--- src/rtl/strap_pinmux_pkg.sv ---
package strap_pinmux_pkg;

    typedef enum logic [1:0] {
        ST_HOLD    = 2'd0,
        ST_CAPTURE = 2'd1,
        ST_RUN     = 2'd2,
        ST_STANDBY = 2'd3
    } strap_state_e;

    // bit order follows the pad order: [1:0] freq code, [2] clock source, [3] IR polarity
    typedef struct packed {
        logic       mem_internal;
        logic       ir_pol;
        logic       clk_ext;
        logic [1:0] fsel;
    } strap_word_t;

    function automatic logic is_48m(input logic [1:0] code);
        return code == 2'b11;
    endfunction

    function automatic logic is_reserved(input logic [1:0] code);
        return code == 2'b01 || code == 2'b10;
    endfunction

endpackage

--- src/rtl/strap_rst_qual.sv ---
module strap_rst_qual #(
    parameter int SYNC_STAGES = 2,
    parameter int MIN_LOW_CYC = 24
) (
    input  logic clk,
    input  logic por_n,
    input  logic rst_pin_n,
    output logic released_o,
    output logic long_low_o
);
    localparam int CW = $clog2(MIN_LOW_CYC + 1);
    localparam logic [CW-1:0] LAST = CW'(MIN_LOW_CYC - 1);

    logic [SYNC_STAGES-1:0] sync_q;
    logic [CW-1:0]          low_cnt_q;
    logic                   synced;

    assign synced = sync_q[SYNC_STAGES-1];

    always_ff @(posedge clk or negedge por_n) begin
        if (!por_n) begin
            sync_q <= '0;
        end else begin
            sync_q <= {sync_q[SYNC_STAGES-2:0], rst_pin_n};
        end
    end

    always_ff @(posedge clk or negedge por_n) begin
        if (!por_n) begin
            low_cnt_q <= '0;
        end else if (synced) begin
            low_cnt_q <= '0;
        end else if (low_cnt_q != LAST) begin
            low_cnt_q <= low_cnt_q + 1'b1;
        end
    end

    assign released_o = synced;
    assign long_low_o = !synced && (low_cnt_q == LAST);

    AST_HIT_AFTER_LOW: assert property (@(posedge clk) disable iff (!por_n)
        long_low_o |-> $past(!synced));

endmodule

--- src/rtl/strap_fsm.sv ---
module strap_fsm
    import strap_pinmux_pkg::*;
(
    input  logic         clk,
    input  logic         por_n,
    input  logic         released_i,
    input  logic         long_low_i,
    input  logic         stby_req_i,
    input  strap_word_t  pad_strap_i,
    output strap_state_e state_o,
    output strap_word_t  cap_o
);
    strap_state_e state_q, state_d;
    strap_word_t  cap_q;

    always_comb begin
        state_d = state_q;
        unique case (state_q)
            ST_HOLD:    state_d = released_i ? ST_CAPTURE : ST_HOLD;
            ST_CAPTURE: state_d = long_low_i ? ST_HOLD : ST_RUN;
            ST_RUN: begin
                if (long_low_i)      state_d = ST_HOLD;
                else if (stby_req_i) state_d = ST_STANDBY;
                else                 state_d = ST_RUN;
            end
            ST_STANDBY: begin
                if (long_low_i)       state_d = ST_HOLD;
                else if (!stby_req_i) state_d = ST_RUN;
                else                  state_d = ST_STANDBY;
            end
        endcase
    end

    always_ff @(posedge clk or negedge por_n) begin
        if (!por_n) state_q <= ST_HOLD;
        else        state_q <= state_d;
    end

    always_ff @(posedge clk or negedge por_n) begin
        if (!por_n)                     cap_q <= '0;
        else if (state_q == ST_CAPTURE) cap_q <= pad_strap_i;
    end

    assign state_o = state_q;
    assign cap_o   = cap_q;

    AST_HOLD_ON_LONG_LOW: assert property (@(posedge clk) disable iff (!por_n)
        long_low_i |=> state_q == ST_HOLD);
    AST_CAPTURE_ONE_CYCLE: assert property (@(posedge clk) disable iff (!por_n)
        state_q == ST_CAPTURE |=> state_q == ST_RUN);
    AST_STRAPS_STABLE: assert property (@(posedge clk) disable iff (!por_n)
        ((state_q inside {ST_RUN, ST_STANDBY}) &&
         ($past(state_q) inside {ST_RUN, ST_STANDBY})) |-> $stable(cap_q));
    AST_STBY_NEEDS_REQ: assert property (@(posedge clk) disable iff (!por_n)
        (state_q == ST_STANDBY) |-> $past(stby_req_i));

endmodule

--- src/rtl/strap_pad_ctrl.sv ---
module strap_pad_ctrl
    import strap_pinmux_pkg::*;
#(
    parameter int ADDR_W  = 4,
    parameter int FLOAT_W = 3
) (
    input  strap_state_e      state_i,
    input  strap_word_t       cap_i,
    output logic [FLOAT_W-1:0] pd_en_o,
    output logic              ir_pu_en_o,
    output logic              mem_pu_en_o,
    output logic [ADDR_W-1:0] addr_oe_o,
    output logic              mem_ce_n_o,
    output logic              clk_ext_o,
    output logic              freq_48m_o,
    output logic              freq_err_o,
    output logic              ir_pol_o,
    output logic              mem_internal_o
);
    logic [FLOAT_W-1:0] cap_bits;
    logic [FLOAT_W-1:0] stby_oe;

    assign cap_bits = FLOAT_W'({cap_i.clk_ext, cap_i.fsel});

    for (genvar gi = 0; gi < FLOAT_W; gi++) begin : g_float
        assign stby_oe[gi] = ~cap_bits[gi];
    end

    always_comb begin
        pd_en_o     = '0;
        ir_pu_en_o  = 1'b0;
        mem_pu_en_o = 1'b0;
        addr_oe_o   = '1;
        mem_ce_n_o  = 1'b0;
        unique case (state_i)
            ST_HOLD, ST_CAPTURE: begin
                pd_en_o     = '1;
                ir_pu_en_o  = 1'b1;
                mem_pu_en_o = 1'b1;
                addr_oe_o   = '0;
                mem_ce_n_o  = 1'b1;
            end
            ST_RUN: begin
                mem_ce_n_o = 1'b0;
            end
            ST_STANDBY: begin
                addr_oe_o[FLOAT_W-1:0] = stby_oe;
                mem_ce_n_o = 1'b1;
            end
        endcase
    end

    assign clk_ext_o      = cap_i.clk_ext;
    assign freq_48m_o     = is_48m(cap_i.fsel);
    assign freq_err_o     = is_reserved(cap_i.fsel);
    assign ir_pol_o       = cap_i.ir_pol;
    assign mem_internal_o = cap_i.mem_internal;

    always_comb begin
        AST_PULL_OE_EXCLUSIVE: assert (!(|pd_en_o) || (addr_oe_o == '0));
        AST_ERR_FALLS_TO_24M: assert (!freq_err_o || !freq_48m_o);
    end

endmodule

--- src/rtl/strap_pinmux.sv ---
module strap_pinmux
    import strap_pinmux_pkg::*;
#(
    parameter int REF_CLK_MHZ  = 24,
    parameter int MIN_PULSE_NS = 1000,
    parameter int SYNC_STAGES  = 2
) (
    input  logic       clk,
    input  logic       por_n,
    input  logic       chip_rst_n,
    input  logic [3:0] pad_ma_in,
    input  logic       pad_memsel_in,
    input  logic       cpu_idle,
    input  logic       int2_req,
    input  logic       clk_sleep,
    output logic [2:0] ma_pd_en,
    output logic       ma3_pu_en,
    output logic       memsel_pu_en,
    output logic [3:0] ma_oe,
    output logic       mem_ce_n,
    output logic       st_clk_ext,
    output logic       st_freq_48m,
    output logic       st_freq_err,
    output logic       st_ir_tx_pol,
    output logic       st_rom_internal
);
    localparam int MIN_LOW_CYC = (REF_CLK_MHZ * MIN_PULSE_NS) / 1000;
    localparam int ADDR_W      = 4;
    localparam int FLOAT_W     = 3;

    logic         released;
    logic         long_low;
    logic         stby_req;
    strap_word_t  pad_strap;
    strap_word_t  cap;
    strap_state_e state;

    assign stby_req  = cpu_idle & ~int2_req & clk_sleep;
    assign pad_strap = '{mem_internal: pad_memsel_in, ir_pol: pad_ma_in[3],
                         clk_ext: pad_ma_in[2], fsel: pad_ma_in[1:0]};

    strap_rst_qual #(
        .SYNC_STAGES(SYNC_STAGES),
        .MIN_LOW_CYC(MIN_LOW_CYC)
    ) u_qual (
        .clk        (clk),
        .por_n      (por_n),
        .rst_pin_n  (chip_rst_n),
        .released_o (released),
        .long_low_o (long_low)
    );

    strap_fsm u_fsm (
        .clk         (clk),
        .por_n       (por_n),
        .released_i  (released),
        .long_low_i  (long_low),
        .stby_req_i  (stby_req),
        .pad_strap_i (pad_strap),
        .state_o     (state),
        .cap_o       (cap)
    );

    strap_pad_ctrl #(
        .ADDR_W (ADDR_W),
        .FLOAT_W(FLOAT_W)
    ) u_pad (
        .state_i        (state),
        .cap_i          (cap),
        .pd_en_o        (ma_pd_en),
        .ir_pu_en_o     (ma3_pu_en),
        .mem_pu_en_o    (memsel_pu_en),
        .addr_oe_o      (ma_oe),
        .mem_ce_n_o     (mem_ce_n),
        .clk_ext_o      (st_clk_ext),
        .freq_48m_o     (st_freq_48m),
        .freq_err_o     (st_freq_err),
        .ir_pol_o       (st_ir_tx_pol),
        .mem_internal_o (st_rom_internal)
    );

    AST_HOLD_MEANS_CE_OFF: assert property (@(posedge clk) disable iff (!por_n)
        (memsel_pu_en && !$rose(memsel_pu_en)) |-> mem_ce_n);

endmodule

--- config.mk ---
export PLATFORM = sky130hd
export DESIGN_NAME = strap_pinmux
export DESIGN_NICKNAME = d
export VERILOG_FILES = /design/src/rtl/strap_pinmux_pkg.sv /design/src/rtl/strap_rst_qual.sv /design/src/rtl/strap_fsm.sv /design/src/rtl/strap_pad_ctrl.sv /design/src/rtl/strap_pinmux.sv
export SDC_FILE = /design/constraint.sdc
export NUM_CORES = 1
export LEC_CHECK = 0
export BUFFER_PORTS_ARGS = -buffer_cell sky130_fd_sc_hd__buf_2
export CORE_MARGIN = 5
export CORE_UTILIZATION = 40
export DETAILED_ROUTE_END_ITERATION = 12
export PLACE_DENSITY = 0.81
export SLEW_MARGIN = 20
export SYNTH_ARGS = -nofsm -noshare
export SYNTH_HDL_FRONTEND = slang
export SYNTH_SLANG_ARGS = --single-unit
--- constraint.sdc ---
create_clock -name clk -period 1.2 [get_ports clk]
set_clock_uncertainty 0.15 [all_clocks]
set_input_delay 0.18 -clock clk [delete_from_list [all_inputs] [get_ports clk]]
set_output_delay 0.18 -clock clk [all_outputs]
set_load 0.05 [all_outputs]
Yosys cells after proc, flatten, opt, wreduce, memory -nomap -nowiden

Index checks and enable logic that the tools add are counted.
Widths: inputs -> output; s select.

Register bits: 14

Add/sub/neg operators: 1
Equality and inequality tests: 8
Mux-type cells: 12
Bitwise gates (word level): 6
Reduce and logical (&&, ||, !) cells: 8

Operator list:

| kind                | number |
|---|---|
| $mux 5              | 2 |
| $eq 2x2->1 const B  | 4 |
| $pmux 2 s3          | 1 |
| $pmux 3 s2          | 1 |
| $add 5x1->5 const B | 1 |
| $eq 5x5->1 const B  | 1 |
| $ne 5x5->1 const B  | 1 |
| $eq 2x1->1 const B  | 2 |
| $mux 1              | 4 |
| $mux 2              | 2 |
| $not 1->1           | 4 |
| $reduce_or 2->1     | 2 |
| $mux 3              | 1 |
| $reduce_or 3->1     | 1 |
| $and 1x1->1         | 2 |
| $logic_not 2->1     | 1 |
| $pmux 1 s2          | 1 |
| $reduce_bool 2->1   | 1 |
| $logic_and 1x1->1   | 1 |
| $logic_not 1->1     | 1 |
| $logic_or 1x1->1    | 1 |

Logic depth before layout (Yosys ltp)

Gate-level depths: netlist of run 1.

Word-level depth: 6
Gate-level depth with buffers: 4

By module

From an unflattened synthesis of run 1, not the netlist that was laid out.

Cell total of the unflattened synthesis: 56
Area, all modules: 691.9 µm²

Modules (own cells, without submodules):

| module         | instances | cells each | area each (µm²) |
|---|---|---|---|
| strap_rst_qual | 1         | 24         | 297.8 |
| strap_fsm      | 1         | 17         | 284.0 |
| strap_pad_ctrl | 1         | 14         | 101.3 |
| strap_pinmux   | 1         | 1          | 8.8 |

Worst setup path before layout of run 1

OpenSTA, ideal clock, no wires.

Path kind: reg-to-output
Start: register u_fsm.state_q[1], in the netlist u_fsm.state_o[1]
End: output port ma_oe[0]
Arrival: 1.609 ns
Data required time: 0.870 ns
Setup slack: -0.739 ns
Cell stages (with the launch flop): 3
Buffers on the path: 0
Cells stage by stage: dfrtp_1 -> inv_1 -> a21oi_1

Word-level cells in the longest chain between the ends: 3
Elaborated cells between the ends (all ways): 5
Those cells by class: 2 x eq/ne; 1 x mux; 2 x reduce/logical

Ends and longest elaborated chain:

| item                                          | RTL line             | text |
|---|---|---|
| start: declaration                            | strap_fsm.sv:13      | `strap_state_e state_q, state_d;` |
| start signal: assignment                      | strap_fsm.sv:36      | `else state_q <= state_d;` |
| $eq 2x1->1 or $logic_not 2->1 (tied branches) | strap_pad_ctrl.sv:35 | `unique case (state_i)` |
| $reduce_or 2->1                               | strap_pad_ctrl.sv:35 |  |
| $pmux 3 s2 *                                  | strap_pad_ctrl.sv:35 |  |
| end: declaration                              | strap_pinmux.sv:19   | `output logic [3:0] ma_oe,` |

Mark *: on every way between the ends. The rest lies on a longest branch, timed or not.

Worst setup path after layout of run 1

Start: register u_fsm.state_q[1], in the netlist u_fsm.state_o[1]
End: output port ma_oe[2]

The elaborated chain is that of the path after synthesis.

==> summary.txt, run 1 <==
Final layout
  • # diodes: 0
  • Area delta synth->final: 83.7%
  • Final instance area: 0.00117 mm2
  • Share of layout cells above drive strength 1: 68.4%
  • # nets final: 112
  • # fillers: 81
  • Final Util: 77.8%
  • Final cell count without fillers: 114
  • Seq. cell area: 357 um2
  • Area occupied by multi-input gates: 353 um2

Clock network
  • H-tree depth: 1
  • Clk sinks: 14
  • Clock latency on the worst-skew pair: 0.27 ns
  • Clock Root Buffer: clkbuf_4
  • Clock transition at the registers of the reported paths: 0.08 ns
  • Clock Path Buffers: 2
  • CTS tree: done
  • Num CTS Buffers: 3

Power
  • Power share of the clock group: 21.7%
  • Sequential share of power: 39.9%
  • Combinational share of power: 38.3%
  • Worst IR Drop VDD: 0.000738 V
  • Leakage: 0.542 nW
  • Internal: 0.988 mW
  • NetSw: 0.530 mW
  • Power Dens Cells: 1290 mW/mm2
  • Switching Share: 34.9%
  • Power Total: 1.52 mW

Yosys
  • Ys Warns: 0
  • Mapped Cells: 53
  • Synth Register Bits: 14
  • Most used DFF post-synth: dfrtp_1
  • Biggest area consumer among synthesized cells: dfrtp_1
  • Synth top cells by count: dfrtp_1 (14), mux2_2 (5), a21oi_1 (4), buf_4 (4), nor2_1 (3)
  • Mapped Avg Cell Area: 12.0 um2
  • Post-synthesis sequential area ratio: 54.9%
  • Synth async-reset ratio: 100%
  • Unique cell type count in the Yosys netlist: 22
  • EDFF count, synth: 0
  • Syn nets: 66
  • Mapped Area: 638 um2
  • Most frequent cell after synthesis: dfrtp_1
  • Ranking of synthesized cells by area: dfrtp_1 (55%), mux2_2 (8.8%), buf_4 (4.7%)
  • Synth top area share: 54.9%

Worst setup path
  • Reg2reg path depth: 4
  • Slowest cell on crit path: dfrtp_2
  • Crit Reg-Reg Endpoint: u_fsm.cap_o[1]
  • Delay-heaviest family, CP: flip-flops
  • CP required: 0.87 ns
  • Reg2reg start: u_fsm.state_o[1]
  • Levels on crit path: 3
  • Critical path type: reg -> out
  • Worst-path maximum fanout: 8
  • Data arrival, critical path: 1.25 ns
  • Max incr delay on CP: 0.40 ns
  • Crit end category: primary output
  • Worst reg-to-reg setup slack: -0.35 ns
  • Crit path cell chain: clkinvlp_4 > a21oi_4 > buf_6
  • Setup crit start kind: register
  • Critical path buffers and inverters: 2

Detailed routing
  • Vias: 611
  • WL final: 2.16 mm
  • Via density per instance: 5.36
  • # DRC: 0
  • Antenna Violating Nets Remaining: 0
  • 1st-iter DRT viols: 2
  • DR pass1 iterations: 2
  • WL per Instance: 18.9 um

Placement
  • Pre-CTS WS: -0.177 ns
  • Placed Area: 883 um2
  • Placer Congestion: 0.695
  • DP Cell Count: 97
  • Post-DP HPWL: 1.05 mm
  • IO buf count: 25

Hold path
  • Hold Path End: u_fsm.cap_o[0]
  • Min-Delay Path Depth: 2
  • Hold path startpoint: pad_ma_in[0]
  • Min-Delay Path Class: in -> reg

Timing
  • Slack of the critical path: -0.384 ns
  • Unrepaired setup endpoints after global routing: yes
  • Fmax: 631 MHz
  • Final Cycle Share: 132%
  • Slew Limit Fails: 0
  • Slew Limit Headroom: 80.0%
  • Final Critical Period: 1.58 ns
  • Total negative slack: -6.43 ns
  • Fin. Hold Viols: 0
  • Hold slack: 0.0128 ns
  • Worst slew pin tran: 0.300 ns
  • Count of final setup violators: 25

Flow run
  • Max-capacitance violation count: 0

Die
  • CORE AREA: 0.00151 mm2
  • Starting density of the core: 42.4%
  • # rows: 14
  • Ports: 26
  • Die Footprint: 0.00249 mm2
  • Die Height: 49.9 um
  • Die Wd: 49.9 um

Global routing
  • Vias in the first global route: 611
  • Largest net degree at the start of global routing: 15
  • Gr usage total: 15.1%
  • Total congestion overflow: 0
  • First-pass GRT wire length: 2.85 mm
  • Initial antenna violation count: 0

Status
  • Status: finished with violations
  • Failing checks: setup timing
sequential cells by signal, indices dropped and copies added, names as in the netlist:
signal and cells:
u_fsm.state_o 2, u_fsm.cap_o 5, u_qual.low_cnt_q 5, u_qual.sync_q 2
cells by family after synthesis:
group | count (synthesis) | synth area share, %
AOI/OAI and AO/OA | 9 | 8.63
xor gates and xnor gates | 3 | 4.12
adders and majority gates | 2 | 3.92
buffers and inverters | 6 | 5.88
DFF | 14 | 54.9
muxes | 5 | 8.82
and+or+nand+nor | 14 | 13.7
layer usage:
| layer | share of wire [%] | vias up | track usage [%] |
|---|---|---|---|
| li1 | - | 273 | - |
| met4 | 5.9 | 0 | 5.24 |
| met2 | 53 | 29 | 28.2 |
| met1 | 35 | 296 | 16.8 |
| met3 | 5.5 | 13 | 2.41 |
| met5 | 0 | - | 0 |
worst reg2reg max path, stage by stage (launching register included):
cell     delay (ns)
dfrtp_2        0.44
buf_4          0.15
buf_4          0.13
nor2b_4        0.23
mux2_4         0.33
power groups by stage:
stage,clock network [mW],logic (mW),registers [mW]
5_1_grt,0.353,0.611,0.612
3_3_place_gp,0,0.422,0.591
6_report,0.330,0.582,0.606
2_1_floorplan,0,0.261,0.675
4_1_cts,0.330,0.547,0.593
3_5_place_dp,0,0.429,0.595
worst max path at each step:
stage | startpoint | end | slack (ns)
final | u_fsm.state_o[1] | ma_oe[2] | -0.38
after global routing | u_fsm.state_o[1] | ma_oe[2] | -0.46
after CTS | u_fsm.state_o[1] | ma_oe[1] | -0.36
after detailed placement | u_fsm.state_o[1] | ma_oe[1] | -0.18
after global placement | u_fsm.state_o[1] | ma_oe[0] | -0.13
after floorplan | u_fsm.state_o[1] | ma_oe[0] | -0.39
layout make-up:
| cell class | instances | area share, % |
|---|---|---|
| sequential | 14 | 30.4 |
| inverter | 1 | 0.640 |
| clock buffer | 4 | 3.09 |
| tap | 16 | 1.71 |
| timing repair buffer | 46 | 34.0 |
| multi-input combinational | 33 | 30.1 |
layout by cell type (no fill, tap or decap), types with 2 or more instances in the layout:
cell           synthesis  routed
a21oi_4                0       3
buf_2                  0      13
buf_4                  4      12
buf_6                  0      11
buf_8                  0       4
clkbuf_4               0       3
dfrtp_1               14       9
dfrtp_2                0       5
dlygate4sd3_1          0       6
ha_4                   0       2
mux2_4                 0       5
nand4b_1               2       2
nor2_1                 3       3
xor2_1                 2       2
repair_timing:
action	CTS	global route
hold buffers	6	0
gates resized for setup	29	15
pin swaps	4	7
setup endpoints to repair	25	27
buffers inserted	4	3
hold endpoints to repair	19	0
(Power assumes the default switching activity.)
==> run 2: changes to the inputs <==
--- a/config.mk
+++ b/config.mk
@@ -7,9 +7,9 @@
 export LEC_CHECK = 0
 export BUFFER_PORTS_ARGS = -buffer_cell sky130_fd_sc_hd__buf_2
 export CORE_MARGIN = 5
-export CORE_UTILIZATION = 40
+export CORE_UTILIZATION = 45
 export DETAILED_ROUTE_END_ITERATION = 12
-export PLACE_DENSITY = 0.81
+export PLACE_DENSITY = 0.85
 export SLEW_MARGIN = 20
 export SYNTH_ARGS = -nofsm -noshare
 export SYNTH_HDL_FRONTEND = slang
==> constraint.sdc (replaced) <==
create_clock -name clk -period 1.8 [get_ports clk]
set_clock_uncertainty 0.15 [all_clocks]
set_input_delay 0.27 -clock clk [delete_from_list [all_inputs] [get_ports clk]]
set_output_delay 0.27 -clock clk [all_outputs]
set_load 0.05 [all_outputs]
==> run 2 against run 1 <==
Effect of this change: the flow now finishes without violations; worst setup slack improved by 0.53 ns; critical path depth unchanged; cell area is 31% lower; clock power is 33% lower; utilization shrank 16 points; largest cell class is now flip-flops and latches.
==> summary.txt, run 2 (same netlist as run 1, synthesis figures left out) <==
Worst setup path
  • Crit Reg-Reg Endpoint: u_qual.low_cnt_q[0]
  • Crit end category: primary output
  • Critical path type: reg -> out
  • Reg2reg path depth: 4
  • Reg2reg start: u_qual.low_cnt_q[0]
  • Setup crit start kind: register
  • Data arrival, critical path: 1.24 ns
  • CP required: 1.38 ns
  • Worst-path maximum fanout: 8
  • CP startpoint: u_fsm.state_o[1]
  • Worst reg-to-reg setup slack: 0.41 ns

Detailed routing
  • WL final: 1.15 mm
  • 1st-iter DRT viols: 1
  • # DRC: 0
  • DR pass1 iterations: 4
  • Via density per instance: 5.29
  • Antenna Violating Nets Remaining: 0
  • WL per Instance: 12.2 um
  • Vias: 497

Clock network
  • Clk sinks: 14
  • Clock Path Buffers: 2
  • Clock latency on the worst-skew pair: 0.28 ns
  • Clock transition at the registers of the reported paths: 0.08 ns
  • CTS tree: done
  • H-tree depth: 1
  • Num CTS Buffers: 3
  • Setup Fix Bufs, Post-CTS: 0
  • Clock Root Buffer: clkbuf_4

Placement
  • Post-DP HPWL: 891 um
  • IO buf count: 25
  • Placer Congestion: 0.687
  • DP Cell Count: 88

Hold path
  • Hold path startpoint: pad_ma_in[1]
  • Hold Path End: u_fsm.cap_o[1]
  • Min-Delay Path Class: in -> reg
  • Min-Delay Path Depth: 2

Timing
  • Fmax: 604 MHz
  • Count of final setup violators: 0
  • Final Critical Period: 1.66 ns
  • Unrepaired setup endpoints after global routing: no
  • Hold slack: 0.0643 ns
  • Slew Limit Fails: 0
  • Worst slew pin tran: 0.300 ns
  • Final Cycle Share: 92.0%
  • Fin. Hold Viols: 0
  • Total negative slack: 0 ns
  • Slew Limit Headroom: 80.0%

Die
  • Die Footprint: 0.00227 mm2
  • CORE AREA: 0.00132 mm2
  • Ports: 26
  • Starting density of the core: 48.4%
  • # rows: 13
  • Die Wd: 47.7 um
  • Die Height: 47.7 um

Global routing
  • Gr usage total: 12.7%
  • Vias in the first global route: 460
  • First-pass GRT wire length: 1.95 mm
  • Total congestion overflow: 0
  • Initial antenna violation count: 0
  • Largest net degree at the start of global routing: 15

Final layout
  • Area delta synth->final: 26.7%
  • # diodes: 0
  • # fillers: 114
  • Final Util: 61.3%
  • Area occupied by multi-input gates: 250 um2
  • # nets final: 93
  • Final cell count without fillers: 94
  • Commonest non-fill, non-tap cell in the layout: buf_2
  • Most frequent cells in the layout: buf_2 (24), dfrtp_1 (13), mux2_2 (5)
  • Seq. cell area: 352 um2
  • Share of layout cells above drive strength 1: 45.6%

Power
  • Worst IR Drop VDD: 0.000569 V
  • Leakage: 0.413 nW
  • Power Total: 0.834 mW
  • Power Dens Cells: 1030 mW/mm2

Status
  • Status: finished clean

Flow run
  • Max-capacitance violation count: 0
-- run 2: report_power, final --
group	internal [mW]	switching, mW
Combinational	0.0667	0.170
Sequential	0.349	0.0274
Clock	0.123	0.0977
-- run 2: critical path: stages (launching register included) --
cell,delay (ns)
dfrtp_2,0.43
inv_1,0.13
a21oi_1,0.12
buf_2,0.27
-- run 2: worst max-delay path by stage --
stage / end / cells after the start
after global routing: ma_oe[2] / 3
after floorplan: ma_oe[0] / 2
final: ma_oe[0] / 3
after detailed placement: ma_oe[2] / 3
after CTS: ma_oe[0] / 3
after global placement: ma_oe[2] / 3
-- run 2: metrics by stage --
stage                     worst slack (ns)  cell area (um2)
after CTS                           0.0446              805
after global routing                0.0489              808
after global placement               0.396              748
final                                0.144              808
after floorplan                     -0.229              638
after detailed placement             0.362              748
-- run 2: area by class of cell --
type,count,share of cell area [%]
clock buffers,4,4.49
repair buffers,27,18.3
inverters,1,0.464
flip-flops and latches,14,43.5
well taps,15,2.32
multi-input cells,33,31.0
-- run 2: timing repair --
item	CTS	global route
resized for setup	0	2
hold buffers	2	0
setup endpoints to repair	0	3
hold endpoints to repair	15	0
-- run 2: per-layer routing --
| layer | global-route usage [%] | vias to the layer above | routed length, um |
|---|---|---|---|
| li1 | - | 234 | - |
| met1 | 16.7 | 238 | 497 |
| met2 | 18.4 | 23 | 532 |
| met3 | 5.64 | 2 | 111 |
| met4 | 4.84 | 0 | 10 |
| met5 | 0 | - | 0 |
==> run 3: changes to the inputs <==
--- a/config.mk
+++ b/config.mk
@@ -5,11 +5,11 @@
 export SDC_FILE = /design/constraint.sdc
 export NUM_CORES = 1
 export LEC_CHECK = 0
-export BUFFER_PORTS_ARGS = -buffer_cell sky130_fd_sc_hd__buf_2
-export CORE_MARGIN = 5
-export CORE_UTILIZATION = 45
+export CORE_AREA = 5 5 42 44
 export DETAILED_ROUTE_END_ITERATION = 12
-export PLACE_DENSITY = 0.85
+export DIE_AREA = 0 0 47 49
+export DONT_BUFFER_PORTS = 1
+export PLACE_DENSITY = 0.73
 export SLEW_MARGIN = 20
 export SYNTH_ARGS = -nofsm -noshare
 export SYNTH_HDL_FRONTEND = slang
==> run 3 against run 2 <==
Effect of this change: wire length is 1.3% higher; critical path type unchanged; final cell count is 13% lower; highest routed layer unchanged; maximum frequency is 1.8% lower; flip-flop and latch count stayed put.
==> summary.txt, run 3 (same netlist as run 1, synthesis figures left out) <==
Worst setup path
  • Worst-path maximum fanout: 5
  • Data arrival, critical path: 1.27 ns
  • Reg2reg start: u_qual.low_cnt_q[0]
  • Worst reg-to-reg setup slack: 0.43 ns
  • Slowest cell on crit path: dfrtp_1
  • CP required: 1.38 ns
  • Setup crit start kind: register
  • Crit Reg-Reg Endpoint: u_fsm.state_o[0]
  • Crit path cell chain: buf_4 > nand2b_1 > buf_4
  • Max incr delay on CP: 0.47 ns
  • CP most frequent cell: buf_4
  • Reg2reg path depth: 4
  • Crit end category: primary output
  • Critical path type: reg -> out

Timing
  • Final Critical Period: 1.69 ns
  • Slack of the critical path: 0.115 ns
  • Fin. Hold Viols: 0
  • Final Cycle Share: 93.6%
  • Fmax: 593 MHz
  • Worst slew pin tran: 0.625 ns
  • Count of final setup violators: 0
  • Unrepaired setup endpoints after global routing: no
  • Slew Limit Headroom: 58.2%
  • Slew Limit Fails: 0

Clock network
  • Num CTS Buffers: 3
  • H-tree depth: 1
  • Clock transition at the registers of the reported paths: 0.08 ns
  • Clock Path Buffers: 2
  • Clock latency on the worst-skew pair: 0.28 ns
  • Setup Fix Bufs, Post-CTS: 0
  • Clock Root Buffer: clkbuf_4
  • Clk sinks: 14
  • CTS tree: done

Placement
  • Post-DP HPWL: 840 um
  • DP Cell Count: 71
  • Pre-CTS WS: 0.412 ns
  • Placer Congestion: 0.669
  • IO buf count: 0

Power
  • Switching Share: 35.3%
  • Combinational share of power: 23.4%
  • Power share of the clock group: 26.6%
  • Internal: 0.536 mW
  • NetSw: 0.293 mW
  • Leakage: 0.360 nW
  • Power Dens Cells: 1040 mW/mm2
  • Sequential share of power: 50.0%
  • Worst IR Drop VDD: 0.000563 V

Final layout
  • Commonest non-fill, non-tap cell in the layout: dfrtp_1
  • # diodes: 0
  • # nets final: 80
  • Share of layout cells above drive strength 1: 27.3%
  • Most frequent cells in the layout: dfrtp_1 (14), dlygate4sd3_1 (7), buf_4 (6)
  • Area delta synth->final: 24.7%
  • Area occupied by multi-input gates: 250 um2
  • Final cell count without fillers: 82
  • # fillers: 126
  • Seq. cell area: 350 um2

Die
  • Die Height: 49 um
  • # rows: 14
  • Ports: 26
  • Starting density of the core: 45.5%
  • Die Footprint: 0.00230 mm2
  • Die Wd: 47 um
  • CORE AREA: 0.00140 mm2

Detailed routing
  • DR pass1 iterations: 4
  • Vias: 432
  • Via density per instance: 5.27
  • WL per Instance: 14.2 um
  • 1st-iter DRT viols: 8
  • WL final: 1.17 mm
  • # DRC: 0
  • Antenna Violating Nets Remaining: 0

Global routing
  • Total congestion overflow: 0
  • Initial antenna violation count: 0
  • Vias in the first global route: 425
  • Gr usage total: 11.4%
  • Largest net degree at the start of global routing: 15
  • First-pass GRT wire length: 1.88 mm

Hold path
  • Hold Path End: u_fsm.state_o[0]
  • Min-Delay Path Class: in -> reg
  • Hold path startpoint: cpu_idle
  • Min-Delay Path Depth: 3

Status
  • Status: finished clean

Flow run
  • Max-capacitance violation count: 0
-- run 3: metrics by stage --
| step | area [um2] | utilization (%) | power [mW] | hold slack [ns] | TNS [ns] |
|---|---|---|---|---|---|
| after floorplan | 638 | - | 0.566 | -0.176 | -0.687 |
| after global placement | 689 | 49.2 | 0.593 | -0.175 | 0 |
| after detailed placement | 689 | 49.2 | 0.598 | -0.175 | 0 |
| after CTS | 796 | 56.8 | 0.839 | 0.161 | 0 |
| after global routing | 796 | 56.8 | 0.862 | 0.190 | 0 |
| final | 796 | 56.8 | 0.829 | 0.170 | 0 |
-- run 3: critical path: cells and delay by family (launching register included) --
kind	cells	cell delay, ns
buf+inv	2	0.45
simple gates	1	0.08
flops	1	0.47
-- run 3: what timing repair did --
action,4_1_cts,5_1_grt
endpoints found under the setup margin,0,0
hold buffers,7,0
resized for setup,0,0
hold endpoints to repair,20,0
-- run 3: power by group through the flow --
stage                     sequential (mW)  clock (mW)  combinational [mW]
after floorplan                     0.433           0               0.132
after global placement              0.419           0               0.174
after detailed placement            0.421           0               0.178
after CTS                           0.414       0.229               0.196
after global routing                0.421       0.237               0.205
final                               0.415       0.221               0.194
-- run 3: final cells by class --
class	count	share of cell area [%]
sequential	14	44.0
multi-input combinational	33	31.4
timing repair buffer	14	17.0
clock buffer	4	4.56
tap	16	2.52
inverter	1	0.472
-- run 3: routing by layer --
layer | GRT usage, % | part of all wire [%] | up-vias
met5 | 0 | 0 | -
met4 | 7.37 | 2.2 | 0
met3 | 2.21 | 7.5 | 4
met2 | 16.1 | 50 | 15
met1 | 15.4 | 40 | 202
li1 | - | - | 211
-- run 3: how the worst max path moves through the flow --
stage,from,end,slack (ns)
after global placement,u_fsm.cap_o[1],st_freq_err,0.44
after CTS,u_fsm.state_o[1],mem_ce_n,0.1
after floorplan,u_fsm.state_o[1],ma_oe[0],-0.23
after global routing,u_fsm.state_o[1],mem_ce_n,0.06
final,u_fsm.state_o[1],mem_ce_n,0.11
after detailed placement,u_fsm.state_o[1],mem_ce_n,0.41
